==> src/rtl/rbm_pkg.sv <==
// Shared types for the burst-coalescing read unit.
package rbm_pkg;
    // Reason the open run is being issued this cycle.
    typedef enum logic [1:0] {
        CAUSE_NONE  = 2'd0,
        CAUSE_FULL  = 2'd1,
        CAUSE_BREAK = 2'd2,
        CAUSE_IDLE  = 2'd3
    } flush_cause_e;
endpackage

==> src/rtl/rbm_run_gather.sv <==
// Gathers consecutive word requests into one run and decides when to issue it.
// Assumes: cmd_free means the command slot can take a new burst this cycle;
// trk_full means no further request may be tracked.
module rbm_run_gather
    import rbm_pkg::*;
#(
    parameter int ADDR_W      = 16,
    parameter int MAX_BURST   = 8,
    parameter int IDLE_CYCLES = 10,
    parameter int LEN_W       = $clog2(MAX_BURST + 1)
) (
    input  logic              clk,
    input  logic              rst_n,
    input  logic              req_valid,
    input  logic [ADDR_W-1:0] req_addr,
    input  logic              trk_full,
    input  logic              cmd_free,
    output logic              req_ready,
    output logic              accept,
    output logic              launch,
    output logic [ADDR_W-1:0] launch_addr,
    output logic [LEN_W-1:0]  launch_len
);
    localparam int IDLE_W = $clog2(IDLE_CYCLES + 1);

    logic [ADDR_W-1:0] run_base;
    logic [LEN_W-1:0]  run_len;
    logic [IDLE_W-1:0] idle_cnt;
    logic              run_open;
    logic              run_full;
    logic              contig;
    logic              idle_hit;
    logic [ADDR_W-1:0] next_addr;
    flush_cause_e      cause;

    // Classify the incoming request against the open run.
    always_comb begin
        run_open  = (run_len != '0);
        run_full  = (run_len == LEN_W'(MAX_BURST));
        next_addr = run_base + ADDR_W'(run_len);
        contig    = run_open && (req_addr == next_addr);
        idle_hit  = run_open && (idle_cnt == IDLE_W'(IDLE_CYCLES));
    end

    // Pick the issue cause; a full run wins over a break, a break over idle.
    always_comb begin
        if (run_open && run_full)
            cause = CAUSE_FULL;
        else if (run_open && req_valid && !contig)
            cause = CAUSE_BREAK;
        else if (idle_hit)
            cause = CAUSE_IDLE;
        else
            cause = CAUSE_NONE;
    end

    // Issue and accept decisions.
    always_comb begin
        launch      = (cause != CAUSE_NONE) && cmd_free;
        launch_addr = run_base;
        launch_len  = run_len;
        req_ready   = !trk_full && (!run_open || launch || (contig && !run_full));
        accept      = req_valid && req_ready;
    end

    // Run base and length update.
    always_ff @(posedge clk) begin
        if (!rst_n) begin
            run_base <= '0;
            run_len  <= '0;
        end else if (launch) begin
            if (accept) begin
                run_base <= req_addr;
                run_len  <= LEN_W'(1);
            end else begin
                run_len  <= '0;
            end
        end else if (accept) begin
            if (!run_open) begin
                run_base <= req_addr;
                run_len  <= LEN_W'(1);
            end else begin
                run_len  <= run_len + LEN_W'(1);
            end
        end
    end

    // Idle counter: cycles an open run has waited without a new request.
    always_ff @(posedge clk) begin
        if (!rst_n)
            idle_cnt <= '0;
        else if (accept || launch || !run_open)
            idle_cnt <= '0;
        else if (idle_cnt != IDLE_W'(IDLE_CYCLES))
            idle_cnt <= idle_cnt + IDLE_W'(1);
    end

    AST_RUN_CAP: assert property (@(posedge clk) disable iff (!rst_n)
        run_len <= LEN_W'(MAX_BURST));
    AST_RUN_HELD: assert property (@(posedge clk) disable iff (!rst_n)
        (run_open && !accept && !launch) |=> ($stable(run_len) && $stable(run_base)));
    AST_FLUSH_RESTART: assert property (@(posedge clk) disable iff (!rst_n)
        launch |=> (run_len <= LEN_W'(1)));
endmodule

==> src/rtl/rbm_cmd_port.sv <==
// Holds one burst read command toward memory until waitrequest releases it.
// Assumes launch is only raised when cmd_free is high.
module rbm_cmd_port #(
    parameter int ADDR_W    = 16,
    parameter int MAX_BURST = 8,
    parameter int BC_W      = $clog2(MAX_BURST + 1)
) (
    input  logic              clk,
    input  logic              rst_n,
    input  logic              launch,
    input  logic [ADDR_W-1:0] launch_addr,
    input  logic [BC_W-1:0]   launch_len,
    input  logic              mm_waitrequest,
    output logic              mm_read,
    output logic [ADDR_W-1:0] mm_address,
    output logic [BC_W-1:0]   mm_burstcount,
    output logic              cmd_free
);
    // Slot is free when empty or being taken at this edge.
    assign cmd_free = !mm_read || !mm_waitrequest;

    // Load a new command or retire the accepted one.
    always_ff @(posedge clk) begin
        if (!rst_n) begin
            mm_read       <= 1'b0;
            mm_address    <= '0;
            mm_burstcount <= '0;
        end else if (launch) begin
            mm_read       <= 1'b1;
            mm_address    <= launch_addr;
            mm_burstcount <= launch_len;
        end else if (!mm_waitrequest) begin
            mm_read       <= 1'b0;
        end
    end

    AST_CMD_HOLD: assert property (@(posedge clk) disable iff (!rst_n)
        (mm_read && mm_waitrequest) |=> (mm_read && $stable(mm_address) && $stable(mm_burstcount)));
    AST_BURST_RANGE: assert property (@(posedge clk) disable iff (!rst_n)
        mm_read |-> (mm_burstcount != '0 && mm_burstcount <= BC_W'(MAX_BURST)));
endmodule

==> src/rtl/rbm_tag_fifo.sv <==
// Synchronous FIFO of sequence tags for requests whose data is still due.
// Assumes DEPTH >= 2, no push when full and no pop when empty.
module rbm_tag_fifo #(
    parameter int TAG_W = 6,
    parameter int DEPTH = 16
) (
    input  logic             clk,
    input  logic             rst_n,
    input  logic             push,
    input  logic [TAG_W-1:0] push_tag,
    input  logic             pop,
    output logic [TAG_W-1:0] head_tag,
    output logic             full,
    output logic             empty
);
    localparam int PTR_W = $clog2(DEPTH);
    localparam int CNT_W = $clog2(DEPTH + 1);
    localparam logic [PTR_W-1:0] LAST = PTR_W'(DEPTH - 1);

    logic [TAG_W-1:0] store [DEPTH];
    logic [PTR_W-1:0] wr_ptr;
    logic [PTR_W-1:0] rd_ptr;
    logic [CNT_W-1:0] count;

    assign full     = (count == CNT_W'(DEPTH));
    assign empty    = (count == '0);
    assign head_tag = store[rd_ptr];

    // Tag storage write.
    always_ff @(posedge clk) begin
        if (push)
            store[wr_ptr] <= push_tag;
    end

    // Pointer and occupancy update.
    always_ff @(posedge clk) begin
        if (!rst_n) begin
            wr_ptr <= '0;
            rd_ptr <= '0;
            count  <= '0;
        end else begin
            if (push)
                wr_ptr <= (wr_ptr == LAST) ? '0 : wr_ptr + PTR_W'(1);
            if (pop)
                rd_ptr <= (rd_ptr == LAST) ? '0 : rd_ptr + PTR_W'(1);
            case ({push, pop})
                2'b10:   count <= count + CNT_W'(1);
                2'b01:   count <= count - CNT_W'(1);
                default: count <= count;
            endcase
        end
    end

    AST_NO_OVERFLOW: assert property (@(posedge clk) disable iff (!rst_n)
        push |-> !full);
    AST_NO_UNDERFLOW: assert property (@(posedge clk) disable iff (!rst_n)
        pop |-> !empty);
endmodule

==> src/rtl/rd_burst_merger.sv <==
// Burst-coalescing read unit: merges consecutive word reads into bursts and
// returns the data in request order with a sequence tag.
// Assumes the memory returns the beats of its bursts in command order.
module rd_burst_merger #(
    parameter int ADDR_W      = 16,
    parameter int DATA_W      = 32,
    parameter int MAX_BURST   = 8,
    parameter int IDLE_CYCLES = 10,
    parameter int TRK_DEPTH   = 16,
    parameter int TAG_W       = 6
) (
    input  logic                           clk,
    input  logic                           rst_n,
    input  logic                           req_valid,
    output logic                           req_ready,
    input  logic [ADDR_W-1:0]              req_addr,
    output logic                           rsp_valid,
    output logic [DATA_W-1:0]              rsp_data,
    output logic [TAG_W-1:0]               rsp_tag,
    output logic                           mm_read,
    output logic [ADDR_W-1:0]              mm_address,
    output logic [$clog2(MAX_BURST+1)-1:0] mm_burstcount,
    input  logic                           mm_waitrequest,
    input  logic [DATA_W-1:0]              mm_readdata,
    input  logic                           mm_readdatavalid
);
    localparam int BC_W = $clog2(MAX_BURST + 1);

    logic              accept;
    logic              launch;
    logic [ADDR_W-1:0] launch_addr;
    logic [BC_W-1:0]   launch_len;
    logic              cmd_free;
    logic              trk_full;
    logic              trk_empty;
    logic [TAG_W-1:0]  seq_tag;
    logic [TAG_W-1:0]  head_tag;

    rbm_run_gather #(
        .ADDR_W(ADDR_W), .MAX_BURST(MAX_BURST),
        .IDLE_CYCLES(IDLE_CYCLES), .LEN_W(BC_W)
    ) gather_i (
        .clk(clk), .rst_n(rst_n),
        .req_valid(req_valid), .req_addr(req_addr),
        .trk_full(trk_full), .cmd_free(cmd_free),
        .req_ready(req_ready), .accept(accept),
        .launch(launch), .launch_addr(launch_addr), .launch_len(launch_len)
    );

    rbm_cmd_port #(
        .ADDR_W(ADDR_W), .MAX_BURST(MAX_BURST), .BC_W(BC_W)
    ) cmd_i (
        .clk(clk), .rst_n(rst_n),
        .launch(launch), .launch_addr(launch_addr), .launch_len(launch_len),
        .mm_waitrequest(mm_waitrequest),
        .mm_read(mm_read), .mm_address(mm_address),
        .mm_burstcount(mm_burstcount), .cmd_free(cmd_free)
    );

    rbm_tag_fifo #(
        .TAG_W(TAG_W), .DEPTH(TRK_DEPTH)
    ) trk_i (
        .clk(clk), .rst_n(rst_n),
        .push(accept), .push_tag(seq_tag),
        .pop(mm_readdatavalid), .head_tag(head_tag),
        .full(trk_full), .empty(trk_empty)
    );

    // Sequence counter: tag handed to each accepted request.
    always_ff @(posedge clk) begin
        if (!rst_n)
            seq_tag <= '0;
        else if (accept)
            seq_tag <= seq_tag + TAG_W'(1);
    end

    // Return path: beats go straight back with the oldest outstanding tag.
    always_comb begin
        rsp_valid = mm_readdatavalid;
        rsp_data  = mm_readdata;
        rsp_tag   = head_tag;
    end

    AST_FULL_BLOCKS: assert property (@(posedge clk) disable iff (!rst_n)
        trk_full |-> !req_ready);
    AST_BEAT_OWNED: assert property (@(posedge clk) disable iff (!rst_n)
        rsp_valid |-> !trk_empty);
endmodule

==> config.mk <==
export PLATFORM = sky130hd
export DESIGN_NAME = rd_burst_merger
export DESIGN_NICKNAME = d
export VERILOG_FILES = /design/src/rtl/rbm_pkg.sv /design/src/rtl/rbm_run_gather.sv /design/src/rtl/rbm_cmd_port.sv /design/src/rtl/rbm_tag_fifo.sv /design/src/rtl/rd_burst_merger.sv
export SDC_FILE = /design/constraint.sdc
export NUM_CORES = 1
export LEC_CHECK = 0
export BUFFER_PORTS_ARGS = -buffer_cell sky130_fd_sc_hd__clkbuf_2
export CORE_MARGIN = 4
export CORE_UTILIZATION = 40
export CTS_CLUSTER_DIAMETER = 80
export DETAILED_ROUTE_END_ITERATION = 6
export PLACE_DENSITY_LB_ADDON = 0.25
export RECOVER_POWER = 25
export REMOVE_ABC_BUFFERS = 1
export SETUP_SLACK_MARGIN = 0.2
export SLEW_MARGIN = 40
export SYNTH_ARGS = -nofsm -noshare
export SYNTH_HDL_FRONTEND = slang
export SYNTH_SLANG_ARGS = --single-unit
==> constraint.sdc <==
create_clock -name clk -period 3.92 [get_ports clk]
set_input_delay 0.196 -clock clk [delete_from_list [all_inputs] [get_ports clk]]
set_output_delay 0.196 -clock clk [all_outputs]
set_load 0.02 [all_outputs]
==> impl_metrics.yaml, run 1 <==
synthesis:
  synth_ff_type: "edfxtp_1"
  yosysMostFrequentCell: "edfxtp_1"
  syn_inst: 617
  ys_ff_latch: 164
  synth_common_cells: "edfxtp_1, dfxtp_1, a21oi_1"
  synth_top_area_frac: 0.381
  ys_types: 57
  async_flop_share: 0
  netlist_area_mm2: 0.00757
  synth_seq_area_share: 0.561
  synth_fa_ha_area_frac: 0.0350
  syn_avg_cell_area_um2: 12.3
  synth_top_family_by_area: "simple AND/OR/NAND/NOR gates"
  synth_mux_area_frac: 0.0972
  synth_area_leaders: "edfxtp_1, dfxtp_1, mux4_2"
  synth_compound_area_frac: 0.104
  synth_edf_count: 96
  yosysWarningCount: 0
  yosysTopAreaCell: "edfxtp_1"
  synth_xor_area_frac: 0.0359
  synth-simple-area-share: 0.113
global_route:
  grt_pass1_vias: 5117
  grt_use_total: 0.169
  grt_pass1_wl_um: 28500
  grt-ovfl-total: 0
  antenna_found_initial: 0
  grt_start_max_net_pins: 44
clocking:
  cts.sinks: 164
  htreeDepth: 4
  cts_hold_buffers: 0
  clk_pin_slew_ns: 0.07
  cts_made_buffers: 17
  cts_tree: "yes"
  insertion_delay_ns: 0.43
  cts-root-buf: "clkbuf_16"
  clockBufferDepth: 2
pwr:
  power_mw: 4.35
  peakVddDrop_v: 0.000353
  p_leak_nw: 3.06
  power_density_mw_per_mm2: 504
routing:
  drtPass1Iterations: 4
  routed_wirelength_um: 17600
  routed_via_density: 5.67
  drc_errors: 0
  dr_wl_met2_um: 8650
  met1_length_um: 7520
  top_layer: "met4"
  wl_per_cell_um: 19.7
  route.met3.wl_um: 1270
  drt_iter0_markers: 295
  dr_total_vias: 5083
  ant_nets: 0
worst_setup_path:
  cp-end-kind: "flop"
  arrival_ns: 4.14
  cp-start-kind: "flop"
  worstPathMaxFanout: 4
  path_class: "reg -> reg"
  required_ns: 4.27
run_status:
  status: "completed"
sta:
  fmax_ghz: 0.264
  finClkSkew_ns: 0.0119
  period_needed_ns: 3.78
  whs_ns: 0.0277
  setup_tns_ns: 0
  finalCritPeriodShare: 0.965
  setup_viol: 0
  slew_headroom: 0.488
  drv_slew: 0
  rsz0062_at_grt: "true"
  worstMarginPinSlew_ns: 0.766
  hold_viol_final: 0
finish:
  area_delta_synth_final_pct: 14.0
  final_nets: 723
  fin_area_mm2: 0.00863
  layout-drive-gt1-share: 0.243
  postLayoutCoreUtil: 0.463
  diodes: 0
floorplanning:
  io_pins: 114
  rows: 50
  die_w_um: 146
  initial_utilization: 0.406
  fp.dieH_um: 146
  coreArea_mm2: 0.0186
  die_area_mm2: 0.0212
placement:
  gp_congestion: 0.844
  dp_hpwl_um: 12300
  numPortBuffers: 49
  place_area_mm2: 0.00793
worst_hold_path:
  hp-class: "in -> reg"
job:
  drv_cap: 0
==> registers in the layout, summed over array words and instances (netlist names), 4 cells and up, named ones only <==
register and flops:
cmd_i.mm_address 16, cmd_i.mm_burstcount 4, gather_i.idle_cnt 4, gather_i.launch_addr 16, gather_i.launch_len 4, seq_tag 6
trk_i.count 5, trk_i.rd_ptr 4, trk_i.store 96, trk_i.wr_ptr 4
==> cells by family after synthesis <==
family	count (synthesis)
DFF	164
and+or+nand+nor	153
AOI/OAI and AO/OA	140
buffers and inverters	73
muxes	36
xor gates and xnor gates	31
adders and majority gates	20
==> worst paths after layout <==
path	start	endpoint	slack, ns	depth (start not counted)
max	gather_i.launch_addr[0]	trk_i.count[4]	0.14	17
min reg2reg	cmd_i.mm_address[2]	cmd_i.mm_address[2]	0.47	2
min	req_addr[3]	gather_i.launch_addr[3]	0.03	3
max reg2reg	gather_i.launch_addr[0]	trk_i.count[4]	0.14	17
==> metal layers <==
metal | vias up | global-route usage
li1 | 2377 | -
met1 | 2524 | 0.220
met2 | 167 | 0.272
met3 | 15 | 0.0554
met4 | 0 | 0.0456
met5 | - | 0.0182
==> through the flow <==
stage	instances	worst slack (ns)
2_1_floorplan	552	-0.383
3_3_place_gp	862	0.0308
5_1_grt	897	-0.0545
6_report	897	0.135
4_1_cts	896	0.232
3_5_place_dp	862	-0.0404
==> layout make-up <==
class	count	area, um^2
clock buffers	19	433
clock inverters	13	170
fillers	1701	10000
inverters	8	30.0
multi-input cells	380	2990
flip-flops and latches	164	4250
well taps	234	293
repair buffers	79	469
==> what timing repair did <==
| action | in CTS | in global routing |
|---|---|---|
| gates cloned | 0 | 0 |
| endpoints found under the setup margin | 2 | 3 |
| setup buffers | 2 | 1 |
| gates resized for setup | 9 | 10 |
| pin swaps | 5 | 16 |
==> placed cells by master, fill, tap and decap left out, drive strengths merged, types with 7 or more instances in the layout <==
cell    instances
mux4           30
xnor2          19
inv            12
nand4           8
dfxtp          68
xor2           12
ha             18
clkbuf         68
nand2          18
edfxtp         96
buf            30
nor4            7
a21o            7
nand3          55
nor2           15
o21ai          48
and3           17
a21oi          65
==> power by group <==
group / switching [mW] / leakage [nW] / internal, mW
clock network: 0.722 / 0.289 / 0.962
logic: 0.399 / 1.33 / 0.275
registers: 0.0835 / 1.44 / 1.90
total: 1.21 / 3.06 / 3.14
==> worst max-delay path, stage by stage, from the launching register on <==
cell and delay [ns]:
dfxtp_2 0.35, ha_4 0.15, fa_2 0.24, nand3_4 0.10, a21o_1 0.19, a211o_1 0.27, a311o_1 0.40, nor4_4 0.30
a21oi_2 0.11, nor2_2 0.14, inv_2 0.07, ha_4 0.18, fa_2 0.34, a21o_1 0.17, a21oi_2 0.12, xor2_1 0.09
or3_4 0.37, a21oi_2 0.11
Power figures use the tool's default switching activity.
==> run 2, diff against run 1 <==
--- a/config.mk
+++ b/config.mk
@@ -9,5 +9,5 @@
 export CORE_MARGIN = 4
 export CORE_UTILIZATION = 40
-export CTS_CLUSTER_DIAMETER = 80
+export CTS_CLUSTER_SIZE = 20
 export DETAILED_ROUTE_END_ITERATION = 6
 export PLACE_DENSITY_LB_ADDON = 0.25
==> constraint.sdc (replaced) <==
create_clock -name clk -period 3.92 [get_ports clk]
set_input_delay 0.784 -clock clk [delete_from_list [all_inputs] [get_ports clk]]
set_output_delay 0.784 -clock clk [all_outputs]
set_load 0.02 [all_outputs]
==> impl_metrics.yaml, run 2 (same netlist as run 1, synthesis figures left out) <==
run_status:
  status: "completed"
worst_setup_path:
  cp-end-kind: "output pin"
  required_ns: 3.14
  crit_slowest_cell: "a311o_1"
  cp_slowest_stage_delay_ns: 0.40
  path_class: "reg -> out"
  worstPathMaxFanout: 4
  arrival_ns: 3.00
  cp_cell_sequence: "ha_4 -> a21oi_1 -> buf_4 -> a21o_1 -> a211o_1 -> a311o_1 -> nor4_4 -> buf_4 -> a21o_1 -> and3_4 -> buf_8"
  crit_family: "compound AO/OA/AOI/OAI gates"
  critPathBufInv: 3
  cp-start-kind: "flop"
placement:
  dp.cells: 877
  gp_congestion: 0.838
  place_area_mm2: 0.00804
  dp_hpwl_um: 12500
  numPortBuffers: 49
clocking:
  cts_hold_buffers: 0
  clk_pin_slew_ns: 0.06
  htreeDepth: 4
  cts_tree: "yes"
  cts-root-buf: "clkbuf_16"
  insertion_delay_ns: 0.42
  clockBufferDepth: 2
  cts_made_buffers: 17
  cts.sinks: 164
global_route:
  grt-ovfl-total: 0
  grt_pass1_vias: 5150
  grt_use_total: 0.170
  grt_start_max_net_pins: 44
  grt_pass1_wl_um: 28500
  antenna_found_initial: 0
finish:
  top_register: "trk_i.store"
  postLayoutCoreUtil: 0.470
  diodes: 0
  area_delta_synth_final_pct: 15.8
  nFillCells: 1696
  largest_reg_flops: 96
  final_nets: 740
  fin_cells: 914
  layout-drive-gt1-share: 0.265
  layout_commonest_cell: "edfxtp_1"
  layout_common_cells: "edfxtp_1, dfxtp_1, a21oi_1, nand3_1, clkbuf_2"
  fin_area_mm2: 0.00876
pwr:
  combPwrFrac: 0.163
  switching_share: 0.271
  p_int_mw: 3.16
  p_leak_nw: 3.14
  pwr-share-seq: 0.459
  p_clk_frac: 0.377
  switchingPower_mw: 1.17
  power_density_mw_per_mm2: 494
  power_mw: 4.33
  peakVddDrop_v: 0.000316
routing:
  routed_wirelength_um: 17800
  ant_nets: 0
  drtPass1Iterations: 4
  wl_per_cell_um: 19.5
  drc_errors: 0
  routed_via_density: 5.55
  dr_total_vias: 5075
  drt_iter0_markers: 368
floorplanning:
  initial_utilization: 0.406
  die_w_um: 146
  fp.dieH_um: 146
  coreArea_mm2: 0.0186
  rows: 50
  die_area_mm2: 0.0212
  io_pins: 114
sta:
  whs_ns: 0.467
  worstMarginPinSlew_ns: 0.722
  hold_viol_final: 0
  period_needed_ns: 3.78
  slew_headroom: 0.518
  setup_viol: 0
  finClkSkew_ns: 0.0114
  rsz0062_at_grt: "true"
  fmax_ghz: 0.264
  drv_slew: 0
  finalCritPeriodShare: 0.965
job:
  drv_cap: 0
worst_hold_path:
  hp-class: "reg -> reg"
==> run 2: cell count changes in the layout (fill, tap and decap cells not counted), moves of 2 or more <==
cell / delta
clkinvlp_4: +3
a21oi_2: -2
clkinv_8: -2
buf_4: +17
a21oi_1: +2
inv_6: -2
==> run 2: power by group through the flow <==
stage	sequential, mW	combinational [mW]	clock (mW)
2_1_floorplan	2.03	0.398	0
3_3_place_gp	2.01	0.648	0
3_5_place_dp	2.02	0.665	0
4_1_cts	1.99	0.688	1.67
5_1_grt	2.00	0.783	1.74
6_report	1.99	0.707	1.63
==> run 2: path summary, 6_finish.rpt <==
| path | startpoint | to | slack [ns] | depth (start not counted) |
|---|---|---|---|---|
| min | cmd_i.mm_address[15] | cmd_i.mm_address[15] | 0.47 | 2 |
| min reg2reg | cmd_i.mm_address[15] | cmd_i.mm_address[15] | 0.47 | 2 |
| max reg2reg | gather_i.launch_addr[3] | trk_i.count[4] | 0.22 | 17 |
| max | gather_i.launch_addr[3] | req_ready | 0.14 | 11 |
==> run 2: per-stage QoR <==
stage          setup slack (ns)  TNS (ns)
6_report                  0.137         0
3_5_place_dp             -0.167    -0.197
3_3_place_gp            -0.0463   -0.0463
2_1_floorplan            -0.383    -0.539
4_1_cts                   0.133         0
5_1_grt               0.0000808         0
==> run 2: cell type report <==
| type | instances | area [um^2] | area share |
|---|---|---|---|
| timing repair buffer | 96 | 608 | 0.0694 |
| inverter | 8 | 30.0 | 0.00343 |
| multi-input combinational | 380 | 3000 | 0.342 |
| sequential | 164 | 4250 | 0.485 |
| clock inverter | 13 | 150 | 0.0171 |
| tap | 234 | 293 | 0.0334 |
| clock buffer | 19 | 433 | 0.0494 |
==> run 2: tightest hold or removal path, delay by kind of cell, from the launching register on <==
| family | cells | cell delay, ns |
|---|---|---|
| AO/OA/AOI/OAI | 1 | 0.06 |
| flip-flops | 1 | 0.31 |
| AND/OR/NAND/NOR | 1 | 0.06 |
==> run 2: metal layers <==
metal	routed length, um	up-vias	global-route usage
met1	7910	2515	0.226
met3	975	15	0.0470
li1	-	2416	-
met5	0	-	0.0182
met4	150	0	0.0508
met2	8810	129	0.272
==> run 2: timing repair <==
action / in CTS / in global routing
endpoints found under the setup margin: 3 / 4
cloned: 0 / 0
resized for setup: 11 / 11
setup buffers: 3 / 2
pin swaps: 8 / 16
